--- src/rtl/sdd_pkg.sv ---
package sdd_pkg;
  typedef enum logic [2:0] {
    ST_IDLE, ST_WAIT_R, ST_RECV, ST_WAIT_S, ST_SEND, ST_BUSY
  } state_e;

  // sub-phase inside a state
  typedef enum logic [2:0] {
    PH_HEAD, PH_BODY, PH_CRC, PH_TAIL, PH_HOLD
  } ph_e;

  localparam logic [15:0] CRC_POLY = 16'h1021;

  function automatic logic [15:0] crc_step(input logic [15:0] c, input logic b);
    logic fb;
    fb = c[15] ^ b;
    return {c[14:0], 1'b0} ^ (fb ? CRC_POLY : 16'h0000);
  endfunction
endpackage

--- src/rtl/sdd_crc16.sv ---
module sdd_crc16
  import sdd_pkg::*;
(
  input  logic        clk_i,
  input  logic        rst_ni,
  input  logic        clr_i,
  input  logic        upd_i,
  input  logic        shift_i,
  input  logic        din_i,
  output logic [15:0] crc_o
);
  logic [15:0] crc_q;

  always_ff @(posedge clk_i or negedge rst_ni) begin
    if (!rst_ni)      crc_q <= '0;
    else if (clr_i)   crc_q <= '0;
    else if (upd_i)   crc_q <= crc_step(crc_q, din_i);
    else if (shift_i) crc_q <= {crc_q[14:0], 1'b0};
  end

  assign crc_o = crc_q;
endmodule

--- src/rtl/sdd_tmo_timer.sv ---
module sdd_tmo_timer #(
  parameter int TMO_W = 16
) (
  input  logic             clk_i,
  input  logic             rst_ni,
  input  logic             run_i,
  input  logic [TMO_W-1:0] period_i,
  output logic             expired_o
);
  logic [TMO_W-1:0] cnt_q;

  always_ff @(posedge clk_i or negedge rst_ni) begin
    if (!rst_ni)                 cnt_q <= '0;
    else if (!run_i)             cnt_q <= '0;
    else if (cnt_q != '1)        cnt_q <= cnt_q + 1'b1;
  end

  assign expired_o = run_i && (cnt_q >= period_i);
endmodule

--- src/rtl/sdd_data_path.sv ---
module sdd_data_path
  import sdd_pkg::*;
#(
  parameter int CNT_W = 16,
  parameter int BLK_W = 12,
  parameter int TMO_W = 16
) (
  input  logic             clk_i,
  input  logic             rst_ni,
  input  logic             en_i,
  input  logic             send_i,
  input  logic             stream_i,
  input  logic [CNT_W-1:0] len_i,
  input  logic [BLK_W-1:0] blk_len_i,
  input  logic [2:0]       tail_bits_i,
  input  logic [TMO_W-1:0] tmo_i,
  input  logic             dat_i,
  output logic             dat_o,
  output logic             dat_oe_o,
  output logic [7:0]       wr_data_o,
  output logic             wr_en_o,
  input  logic             full_i,
  input  logic [7:0]       rd_data_i,
  output logic             rd_en_o,
  input  logic             empty_i,
  output logic             tmo_o,
  output logic             crc_fail_o,
  output logic             fifo_err_o,
  output logic             data_end_o
);
  localparam logic [CNT_W-1:0] DCNT_ONE = CNT_W'(1);
  localparam logic [BLK_W-1:0] BCNT_ONE = BLK_W'(1);

  state_e           st_q;
  ph_e              ph_q;
  logic [3:0]       bit_q;
  logic [7:0]       sh_q;
  logic [1:0]       tok_q;
  logic [CNT_W-1:0] dcnt_q;
  logic [BLK_W-1:0] bcnt_q, blk_q;
  logic             stream_q, ws_q, en_q;
  logic [2:0]       tail_q;
  logic             tmo_q, crc_fail_q, fifo_err_q, data_end_q;
  logic             wr_en_q;
  logic [7:0]       wr_data_q;

  logic [2:0]  last_idx;
  logic        byte_done, dcnt_one, bcnt_one, seg_end;
  logic        tmr_run, tmr_exp;
  logic        ws_go, tx_next, start_det;
  logic        crc_clr, crc_upd, crc_shift, crc_din;
  logic [15:0] crc_q;
  logic [7:0]  rx_byte;

  // final stream byte may be short
  assign last_idx  = (stream_q && dcnt_q == DCNT_ONE && tail_q != 3'd0) ? tail_q - 3'd1 : 3'd7;
  assign byte_done = (bit_q[2:0] == last_idx);
  assign dcnt_one  = (dcnt_q == DCNT_ONE);
  assign bcnt_one  = (bcnt_q == BCNT_ONE);
  assign seg_end   = stream_q ? dcnt_one : (bcnt_one || dcnt_one);
  assign rx_byte   = {sh_q[6:0], dat_i} << (3'd7 - bit_q[2:0]);

  assign tmr_run   = (st_q == ST_WAIT_R) || (st_q == ST_BUSY);
  assign start_det = en_i && st_q == ST_WAIT_R && dcnt_q != '0 && !tmr_exp && !dat_i;
  assign ws_go     = en_i && st_q == ST_WAIT_S && dcnt_q != '0 && ws_q && !empty_i;
  assign tx_next   = en_i && st_q == ST_SEND && ph_q == PH_BODY && byte_done && !seg_end && !empty_i;
  assign rd_en_o   = ws_go || tx_next;

  assign crc_clr   = start_det || ws_go;
  assign crc_upd   = (st_q == ST_RECV && (ph_q == PH_BODY || ph_q == PH_CRC)) ||
                     (st_q == ST_SEND && ph_q == PH_BODY);
  assign crc_din   = (st_q == ST_SEND) ? sh_q[7] : dat_i;
  assign crc_shift = (st_q == ST_SEND && ph_q == PH_CRC);

  sdd_crc16 u_crc (
    .clk_i, .rst_ni,
    .clr_i(crc_clr), .upd_i(crc_upd), .shift_i(crc_shift), .din_i(crc_din),
    .crc_o(crc_q)
  );

  sdd_tmo_timer #(.TMO_W(TMO_W)) u_tmr (
    .clk_i, .rst_ni,
    .run_i(tmr_run), .period_i(tmo_i), .expired_o(tmr_exp)
  );

  always_comb begin
    dat_o = 1'b1;
    if (st_q == ST_SEND) begin
      case (ph_q)
        PH_HEAD: dat_o = 1'b0;
        PH_BODY: dat_o = sh_q[7];
        PH_CRC:  dat_o = crc_q[15];
        default: dat_o = 1'b1;
      endcase
    end
  end

  always_ff @(posedge clk_i or negedge rst_ni) begin
    if (!rst_ni) begin
      st_q <= ST_IDLE;   ph_q <= PH_HEAD;  bit_q <= '0;   sh_q <= '0;
      tok_q <= '0;       dcnt_q <= '0;     bcnt_q <= '0;  blk_q <= '0;
      stream_q <= 1'b0;  ws_q <= 1'b0;     en_q <= 1'b0;  tail_q <= '0;
      tmo_q <= 1'b0;     crc_fail_q <= 1'b0; fifo_err_q <= 1'b0; data_end_q <= 1'b0;
      wr_en_q <= 1'b0;   wr_data_q <= '0;
    end else begin
      en_q    <= en_i;
      wr_en_q <= 1'b0;
      if (!en_i) begin
        st_q <= ST_IDLE;
      end else begin
        case (st_q)
          ST_IDLE: if (!en_q) begin
            tmo_q <= 1'b0; crc_fail_q <= 1'b0; fifo_err_q <= 1'b0; data_end_q <= 1'b0;
            dcnt_q <= len_i; blk_q <= blk_len_i; stream_q <= stream_i; tail_q <= tail_bits_i;
            ws_q <= 1'b0;
            st_q <= send_i ? ST_WAIT_S : ST_WAIT_R;
          end
          ST_WAIT_R: begin
            if (dcnt_q == '0)  st_q <= ST_IDLE;
            else if (tmr_exp) begin tmo_q <= 1'b1; st_q <= ST_IDLE; end
            else if (!dat_i) begin
              st_q <= ST_RECV; ph_q <= PH_BODY; bit_q <= '0; bcnt_q <= blk_q;
            end
          end
          ST_RECV: begin
            case (ph_q)
              PH_BODY: begin
                sh_q  <= {sh_q[6:0], dat_i};
                bit_q <= bit_q + 4'd1;
                if (byte_done) begin
                  bit_q <= '0;
                  if (full_i) begin
                    fifo_err_q <= 1'b1; st_q <= ST_WAIT_R;
                  end else begin
                    wr_en_q <= 1'b1; wr_data_q <= rx_byte;
                    dcnt_q <= dcnt_q - 1'b1; bcnt_q <= bcnt_q - 1'b1;
                    if (dcnt_one) data_end_q <= 1'b1;
                    if (seg_end) begin
                      if (stream_q) st_q <= ST_WAIT_R;
                      else          ph_q <= PH_CRC;
                    end
                  end
                end
              end
              PH_CRC: begin
                bit_q <= bit_q + 4'd1;
                if (bit_q == 4'd15) begin bit_q <= '0; ph_q <= PH_TAIL; end
              end
              default: begin
                // residue zero after CRC bits means match
                if (crc_q == '0 && dat_i) st_q <= ST_WAIT_R;
                else begin crc_fail_q <= 1'b1; st_q <= ST_IDLE; end
              end
            endcase
          end
          ST_WAIT_S: begin
            ws_q <= 1'b1;
            if (dcnt_q == '0) st_q <= ST_IDLE;
            else if (ws_q && !empty_i) begin
              st_q <= ST_SEND; ph_q <= PH_HEAD; sh_q <= rd_data_i; bcnt_q <= blk_q;
            end
          end
          ST_SEND: begin
            case (ph_q)
              PH_HEAD: begin ph_q <= PH_BODY; bit_q <= '0; end
              PH_BODY: begin
                sh_q  <= {sh_q[6:0], 1'b0};
                bit_q <= bit_q + 4'd1;
                if (byte_done) begin
                  bit_q <= '0;
                  dcnt_q <= dcnt_q - 1'b1; bcnt_q <= bcnt_q - 1'b1;
                  if (dcnt_one) data_end_q <= 1'b1;
                  if (seg_end) begin
                    if (stream_q) st_q <= ST_IDLE;
                    else          ph_q <= PH_CRC;
                  end else if (empty_i) begin
                    fifo_err_q <= 1'b1; st_q <= ST_IDLE;
                  end else sh_q <= rd_data_i;
                end
              end
              PH_CRC: begin
                bit_q <= bit_q + 4'd1;
                if (bit_q == 4'd15) begin bit_q <= '0; ph_q <= PH_TAIL; end
              end
              default: begin st_q <= ST_BUSY; ph_q <= PH_HEAD; end
            endcase
          end
          ST_BUSY: begin
            if (tmr_exp) begin tmo_q <= 1'b1; st_q <= ST_IDLE; end
            else begin
              case (ph_q)
                PH_HEAD: if (!dat_i) begin ph_q <= PH_BODY; bit_q <= '0; end
                PH_BODY: begin
                  tok_q <= {tok_q[0], dat_i};
                  bit_q <= bit_q + 4'd1;
                  if (bit_q == 4'd2) begin
                    if ({tok_q, dat_i} == 3'b010) ph_q <= PH_TAIL;
                    else begin crc_fail_q <= 1'b1; st_q <= ST_IDLE; end
                  end
                end
                PH_TAIL: ph_q <= PH_HOLD;
                default: if (dat_i) begin st_q <= ST_WAIT_S; ws_q <= 1'b0; end
              endcase
            end
          end
          default: st_q <= ST_IDLE;
        endcase
      end
    end
  end

  assign dat_oe_o   = (st_q == ST_SEND);
  assign wr_en_o    = wr_en_q;
  assign wr_data_o  = wr_data_q;
  assign tmo_o      = tmo_q;
  assign crc_fail_o = crc_fail_q;
  assign fifo_err_o = fifo_err_q;
  assign data_end_o = data_end_q;
endmodule

--- config.mk ---
export PLATFORM = sky130hd
export DESIGN_NAME = sdd_data_path
export DESIGN_NICKNAME = d
export VERILOG_FILES = /design/src/rtl/sdd_pkg.sv /design/src/rtl/sdd_crc16.sv /design/src/rtl/sdd_tmo_timer.sv /design/src/rtl/sdd_data_path.sv
export SDC_FILE = /design/constraint.sdc
export NUM_CORES = 1
export LEC_CHECK = 0
export ABC_AREA = 1
export BUFFER_PORTS_ARGS = -buffer_cell sky130_fd_sc_hd__buf_2
export CAP_MARGIN = 40
export CORE_ASPECT_RATIO = 1.75
export CORE_MARGIN = 2
export CORE_UTILIZATION = 51
export DETAILED_ROUTE_END_ITERATION = 10
export MAX_ROUTING_LAYER = met4
export PLACE_DENSITY = 0.71
export SYNTH_ARGS = -nofsm -noshare
export SYNTH_HDL_FRONTEND = slang
export SYNTH_HIERARCHICAL = 1
export SYNTH_SLANG_ARGS = --single-unit
--- constraint.sdc ---
create_clock -name clk_i -period 3.55 [get_ports clk_i]
set_clock_uncertainty 0.1 [all_clocks]
set_input_delay 0.355 -clock clk_i [delete_from_list [all_inputs] [get_ports clk_i]]
set_output_delay 0.355 -clock clk_i [all_outputs]
set_load 0.01 [all_outputs]
==> summary.txt, run 1 <==
Synthesis
  – Ys async rst share: 1.000
  – Yosys reg bits: 111
  – Synth Instances: about 1000
  – Number of synthesized flops with an enable pin: 0
  – Distinct cell type count after synthesis: between 50 and 60
  – Sequential-to-total area share from yosys stat: 0.3586
  – Synthesis Warnings: 6
  – Syn nets: 1125
  – Top FF cell, synth: dfrtp_1
  – Mean Syn Cell Area: approximately 7.5 µm²
  – Synth Cell Area: 7746 µm²

Placed design
  – Placed insts: around 1300
  – Port Buffers: approximately 80
  – Placer Congestion: 0.9876
  – Setup Slack @ Placement: approximately 0.46 ns
  – Post-place instance area: between 8000 and 9000 µm²
  – Dpl hpwl: 14.90 mm

Finish
  – Final cell count without fillers: around 1300
  – Commonest cells after routing, fill and taps aside: nand2_1 (248), inv_1 (130), dfrtp_1 (111), o21ai_0 (85), nor2_1 (80)
  – Share of layout cells above drive strength 1: 0.1817
  – Diodes inserted: 0
  – Final instance area: roughly 8600 µm²
  – Layout Area Growth over Synthesis: 10.73%
  – NumNets Final: 1193
  – Post-layout util: 0.5780
  – Most common cell after layout, fill and taps aside: nand2_1

Floorplan
  – Die Span X: 97.16 µm
  – Initial Util: 0.5221
  – Die Ht: about 170 µm
  – Core box area: between 10000 and 15000 µm²
  – Standard-cell row count: 59
  – Die area: 16230 µm²
  – Top Ports: 79

STA
  – Period utilization: 0.8760
  – Slew headroom: 0.4609
  – Min Tclk post-route: between 3 and 4 ns
  – Hold violation total from the final report: 0
  – Final WS setup: approximately 0.44 ns
  – Pins Over Slew Limit: 0
  – Final setup viols: 0
  – Fin Setup TNS: 0 ns
  – Hold_ws: ~0.12 ns
  – Slew at the pin closest to its max-slew limit: between 0.8 and 0.9 ns
  – Unrepaired setup endpoints after global routing: no
  – FMAX: around 320 MHz

Route
  – Avg Vias per Cell: roughly 5.5
  – Drt pass-1 iters: 5
  – Detailed-route wire length: 19.62 mm
  – Antenna Nets Post-Route: 0
  – Violation count after the first detailed-route iteration: roughly 440
  – Via count: 7146
  – Drt wl/cell: approximately 15 µm
  – DRC viols: 0

Power
  – Static Leakage: ~4.3 nW
  – VDD IR-drop max: just over 400 µV
  – Int Power: around 3.2 mW
  – Combinational Power Share: 0.473
  – Seq pwr share: 0.357
  – Clock share of power: 0.170
  – Sw Share: 0.4536
  – Psw: between 2 and 3 mW
  – Total power: a little under 6 mW
  – PwrDens: ~670 nW/µm²

Clock network
  – H-Tree Depth: 3
  – Clock-pin slew on the worst setup and hold paths: around 0.080 ns
  – Skew-Pair Late Insertion Delay: 0.36 ns
  – TritonCTS buffer count: 9
  – CTS tree: done
  – Clock sinks: approximately 110
  – Root buffer cell: clkbuf_16
  – Post_cts resized: 0
  – CTS Buffer Depth: 2

Worst setup path
  – CP max FO: 15
  – Setup CP Type: reg -> reg
  – CP Capture Type: flop
  – CP max stage cell: o31ai_1
  – WP data required: 3.70 ns
  – Critical path launch point type: flop
  – Crit path arrival time: 3.26 ns
  – Most frequent CP cell: inv_1
  – Crit-path max cell delay: 0.53 ns
  – Reg2Reg Depth: 15
  – CP cell instances: ha_1 -> nand2_1 -> inv_1 -> o21bai_1 -> a21oi_1 -> nor2_1 -> a21oi_1 -> inv_1 -> nand3_1 -> o31ai_1 -> inv_1 -> nand3_2 -> inv_1 -> nand2_1 -> nand2_1

Hold path
  – Worst hold path type: in -> reg
  – WHS Path Cells: 2

GRT
  – Vias in the first global route: 7101
  – Grt met2 use: 0.4559
  – Grt met1 use: 0.2814
  – Initial antenna violation count: 0
  – GR Overflow Total: 0
  – Routing usage on met3: 0.02979
  – Grt peak-use layer: met2
  – Largest net degree at the start of global routing: 64
  – First-pass GRT wire length: around 33 mm
  – GRT Util Overall: 0.2532

Job
  – Max Cap Viol: 0

Status
  – Outcome: finished clean
[cell usage after synthesis (14+ instances only)]
| master | instances | area (µm²) |
|---|---|---|
| nand2_1 | 248 | 930.9 |
| dfrtp_1 | 111 | 2778 |
| o21ai_0 | 85 | 425.4 |
| a21oi_1 | 43 | 215.2 |
| nor2_1 | 81 | 304.0 |
| nand4_1 | 24 | 150.1 |
| nand2_2 | 14 | 87.58 |
| clkbuf_1 | 15 | 56.30 |
| nor3_1 | 19 | 95.09 |
| inv_1 | 130 | 488.0 |
| nand3_1 | 46 | 230.2 |
| o21ai_2 | 24 | 210.2 |
| ha_1 | 29 | 362.9 |
[critical path: cells and delay by family (launching register included)]
kind,cells,cell delay (ns)
simple gates,6,0.82
compound gates,4,0.85
flops,1,0.45
buf+inv,4,0.45
fa+ha+maj,1,0.31
[registers in the layout, summed over array words and instances, names as in the netlist]
name / count
en_q: 1
tmo_o: 1
sh_q: 8
stream_q: 1
tail_q: 3
u_tmr/cnt_q: 16
wr_en_o: 1
u_crc/crc_o: 16
crc_fail_o: 1
bit_q: 4
fifo_err_o: 1
dcnt_q: 16
tok_q: 2
blk_q: 12
data_end_o: 1
bcnt_q: 12
ph_q: 3
wr_data_o: 8
st_q: 3
ws_q: 1
[cells by family (layout without fill, tap and decap cells)]
logic type,count (synthesis),after routing,share of synthesized area
fa+ha+maj,29,29,0.04684
flops,111,111,0.3586
buf+inv,173,246,0.09175
compound gates,226,226,0.1877
simple gates,466,466,0.2796
xor+xnor,13,13,0.01470
mux,15,15,0.02084
[cell type report]
type / count / area [µm²]
clock inverters: 6 / 52.55
flip-flops and latches: 111 / 2778
repair buffers: 86 / 488.0
clock buffers: 10 / 229.0
well taps: 183 / 229.0
fillers: 1410 / 6261
inverters: 144 / 540.5
multi-input cells: 749 / 4260
[what timing repair did]
| item | CTS | global route |
|---|---|---|
| endpoints found under the setup margin | 0 | 0 |
| endpoints found under the hold margin | 62 | 0 |
| hold buffers | 1 | 0 |
| setup buffers | 0 | 0 |
[per-layer routing]
layer,routed length [µm],vias to the layer above
met5,0,-
li1,-,3561
met2,10490,177
met4,715,0
met1,7753,3354
met3,656,54
[power groups by stage]
stage	registers [mW]	logic (mW)	clock network (mW)
CTS	2.06	2.74	1.01
global placement	2.08	2.68	0
global route	2.12	3.10	1.06
floorplan	1.96	2.23	0
finish	2.06	2.74	0.986
detailed placement	2.08	2.73	0
[final timing paths]
path | to | slack, ns | from
setup / recovery | u_crc/crc_o[5] | 0.44 | u_tmr/cnt_q[9]
max in group asynchronous | sh_q[4] | 2.35 | rst_ni
setup reg to reg | u_crc/crc_o[5] | 0.44 | u_tmr/cnt_q[9]
hold / removal | blk_q[6] | 0.12 | blk_len_i[6]
hold reg to reg | wr_data_o[3] | 0.38 | wr_data_o[3]
min in group asynchronous | dcnt_q[0] | 0.42 | rst_ni
Power figures use the tool's default switching activity.
==> inputs of run 2 (changes only) <==
--- a/config.mk
+++ b/config.mk
@@ -16,5 +16,4 @@
 export PLACE_DENSITY = 0.71
 export SYNTH_ARGS = -nofsm -noshare
 export SYNTH_HDL_FRONTEND = slang
-export SYNTH_HIERARCHICAL = 1
 export SYNTH_SLANG_ARGS = --single-unit
==> run 2 against run 1 <==
  * Wire length increased by 0.56%
  * Non-clock buffer count decreased by 1
  * Global-route usage increased by 1.0 points
  * Maximum frequency increased by 1.8%
  * Die area decreased by 2.0%
  * Critical path depth decreased by 6
  * Critical path type is now reg -> out
==> summary.txt, run 2 <==
Status
  – Outcome: finished clean

STA
  – Min Tclk post-route: 3.056 ns (-0.05399 ns)
  – Slew headroom: 0.5618 (+0.1008)
  – Pins Over Slew Limit: 0 (unchanged)
  – Unrepaired setup endpoints after global routing: no
  – Final setup viols: 0 (unchanged)
  – FMAX: 327.3 MHz (+1.8%)
  – Hold violation total from the final report: 0 (unchanged)
  – Final WS setup: 0.4943 ns (+0.05399 ns)
  – Period utilization: 0.8608 (-0.01521)
  – Fin Setup TNS: 0 ns (unchanged)
  – Slew at the pin closest to its max-slew limit: 0.6573 ns (-0.1483 ns)
  – Hold_ws: 0.08995 ns (-0.03441 ns)

Hold path
  – Worst hold path type: in -> reg

Floorplan
  – Initial Util: 0.5167 (-0.005400)
  – Die Span X: 96.22 µm (-0.97%)
  – Die Ht: 165.4 µm (-0.99%)
  – Die area: 15910 µm² (-2.0%)
  – Standard-cell row count: 59 (unchanged)
  – Top Ports: 79 (unchanged)
  – Core box area: 14690 µm² (-1.0%)

Synthesis
  – Number of synthesized flops with an enable pin: 0 (unchanged)
  – Largest family of logic cells by synthesized area: simple AND/OR/NAND/NOR gates
  – Sequential-to-total area share from yosys stat: 0.3660 (+0.007389)
  – Ys async rst share: 1.000 (unchanged)
  – Post-Synth Simple-Gate Area: 0.3032 (+0.02357)
  – Top cell type's share of synthesized area: 0.3660 (+0.007389)
  – Post-synthesis compound-gate area fraction: 0.1680 (-0.01971)
  – Most common cell in the netlist: nand2_1
  – Mux cell area share after synthesis: 0.006594 (-0.01424)
  – Top FF cell, synth: dfrtp_1
  – Synthesis Warnings: 0 (-6)
  – Distinct cell type count after synthesis: 52 (-12%)
  – Mean Syn Cell Area: 7.015 µm² (-6.5%)
  – Synth Instances: 1082 (+4.7%)
  – Fraction of synthesized cell area in xor and xnor cells: 0.01269 (-0.002005)
  – Commonest cells post-synth: nand2_1 (285), inv_1 (144), nor2_1 (117)
  – Area contributors post-synth: dfrtp_1 (37%), nand2_1 (14%), inv_1 (7.1%)
  – Yosys top cell by area: dfrtp_1
  – Post-Synth Adder-Cell Area: 0.04781 (+0.0009653)
  – Yosys reg bits: 111 (unchanged)
  – Synth Cell Area: 7590 µm² (-2.0%)
  – Syn nets: 1174 (+4.4%)

Finish
  – Most common cell after layout, fill and taps aside: nand2_1
  – Diodes inserted: 0 (unchanged)
  – Final cell count without fillers: 1335 (+3.6%)
  – Commonest cells after routing, fill and taps aside: nand2_1 (285), inv_1 (144), nor2_1 (117), dfrtp_1 (111), buf_2 (77)
  – Share of layout cells above drive strength 1: 0.1259 (-0.05587)
  – Layout Area Growth over Synthesis: 11.05%
  – NumNets Final: 1239 (+3.9%)

Worst setup path
  – Most frequent CP cell: inv_1
  – CP max stage cell: dfrtp_1
  – Crit-path max cell delay: 0.50 ns (-0.03 ns)
  – Critical path launch point type: flop
  – Setup CP Type: reg -> out
  – CP Capture Type: output pin
  – CP max FO: 11 (-4)
  – WP data required: 3.09 ns (-0.61 ns)
  – CP cell instances: inv_1 -> nor2_2 -> inv_1 -> nor2_1 -> inv_1 -> nor2_1 -> nand3_1 -> nand2_1 -> buf_2
  – Crit path arrival time: 2.60 ns (-0.66 ns)

Placed design
  – Placed insts: 1318 (+3.6%)
  – Placer Congestion: 0.9861 (-0.15%)
  – Dpl hpwl: 14.89 mm (about the same)
  – Setup Slack @ Placement: 0.5547 ns (+0.09101 ns)
  – Port Buffers: 78 (unchanged)

Job
  – Max Cap Viol: 0 (unchanged)

Clock network
  – H-Tree Depth: 3 (unchanged)
  – Clock sinks: 111 (unchanged)
  – Root buffer cell: clkbuf_16
  – CTS Buffer Depth: 2 (unchanged)
  – Skew-Pair Late Insertion Delay: 0.36 ns (about the same)
  – Clock-pin slew on the worst setup and hold paths: 0.08 ns (about the same)
  – TritonCTS buffer count: 9 (unchanged)
  – CTS tree: done

GRT
  – Vias in the first global route: 6962 (-2.0%)
  – First-pass GRT wire length: 32.06 mm (-3.1%)
  – GRT Util Overall: 0.2633 (+0.01009)
  – GR Overflow Total: 0 (unchanged)
  – Largest net degree at the start of global routing: 63 (-1.6%)
  – Initial antenna violation count: 0 (unchanged)

Power
  – VDD IR-drop max: 310.2 µV (-25%)
  – PwrDens: 695.9 nW/µm² (+3.2%)
  – Static Leakage: 4.314 nW (-0.81%)
  – Total power: 5.865 mW (+1.4%)

Route
  – Antenna Nets Post-Route: 0 (unchanged)
  – DRC viols: 0 (unchanged)
  – Drt wl/cell: 14.78 µm (-2.9%)
  – Avg Vias per Cell: 5.410 (-2.4%)
  – Violation count after the first detailed-route iteration: 297 (-33%)
  – Detailed-route wire length: 19.73 mm (+0.56%)
  – Via count: 7223 (+1.1%)
  – Drt pass-1 iters: 5 (unchanged)
## run 2: worst paths after layout
check	slack (ns)	start	cells after the start	end
max	0.49	st_q[1]	9	rd_en_o
min reg2reg	0.37	blk_q[0]	2	blk_q[0]
max reg2reg	0.50	u_tmr.cnt_q[12]	10	bcnt_q[5]
min in group asynchronous	0.45	rst_ni	2	u_crc.crc_o[4]
min	0.09	blk_len_i[5]	3	blk_q[5]
max in group asynchronous	2.13	rst_ni	3	dcnt_q[9]
## run 2: kinds of logic (layout without fill, tap and decap cells)
family	after synthesis	count (layout)
buffers and inverters	181	251
adders and majority gates	29	29
AOI/OAI and AO/OA	212	212
and+or+nand+nor	533	533
muxes	5	5
DFF	111	111
xor gates and xnor gates	11	11
## run 2: through the flow
step                      area (µm²)    util
after global placement          8098  0.5512
after CTS                       8428  0.5737
after detailed placement        8105  0.5517
final                           8428  0.5737
after global routing            8428  0.5737
after floorplan                 7590       -
## run 2: per-layer routing
| metal | wire [µm] | global-route usage |
|---|---|---|
| met5 | 0 | - |
| met4 | 748 | 0.1143 |
| met3 | 755 | 0.02722 |
| met2 | 10530 | 0.4732 |
| met1 | 7697 | 0.2881 |
## run 2: final cells by class
cell class	count	area, µm²
inverter	150	563.0
clock buffer	10	239.0
clock inverter	6	73.82
multi-input combinational	790	4085
fill	1500	6262
timing repair buffer	85	460.4
sequential	111	2778
tap	183	229.0
## run 2: worst max-delay path: cells and delay by family, from the launching register on
family        cells  cell delay, ns
buf+inv           4            0.67
flops             1            0.50
simple gates      5            1.07
## run 2: power by group
part	switching, mW	internal (mW)	leakage (nW)
combinational	1.74	0.949	2.76
sequential	0.395	1.69	1.41
clock	0.513	0.578	0.148
## run 2: repair_timing
| item | in CTS | in global routing |
|---|---|---|
| endpoints found under the hold margin | 49 | 0 |
| buffers inserted | 0 | 0 |
| hold buffers | 1 | 0 |
| setup endpoints to repair | 0 | 0 |
| gates resized for setup | 0 | 0 |
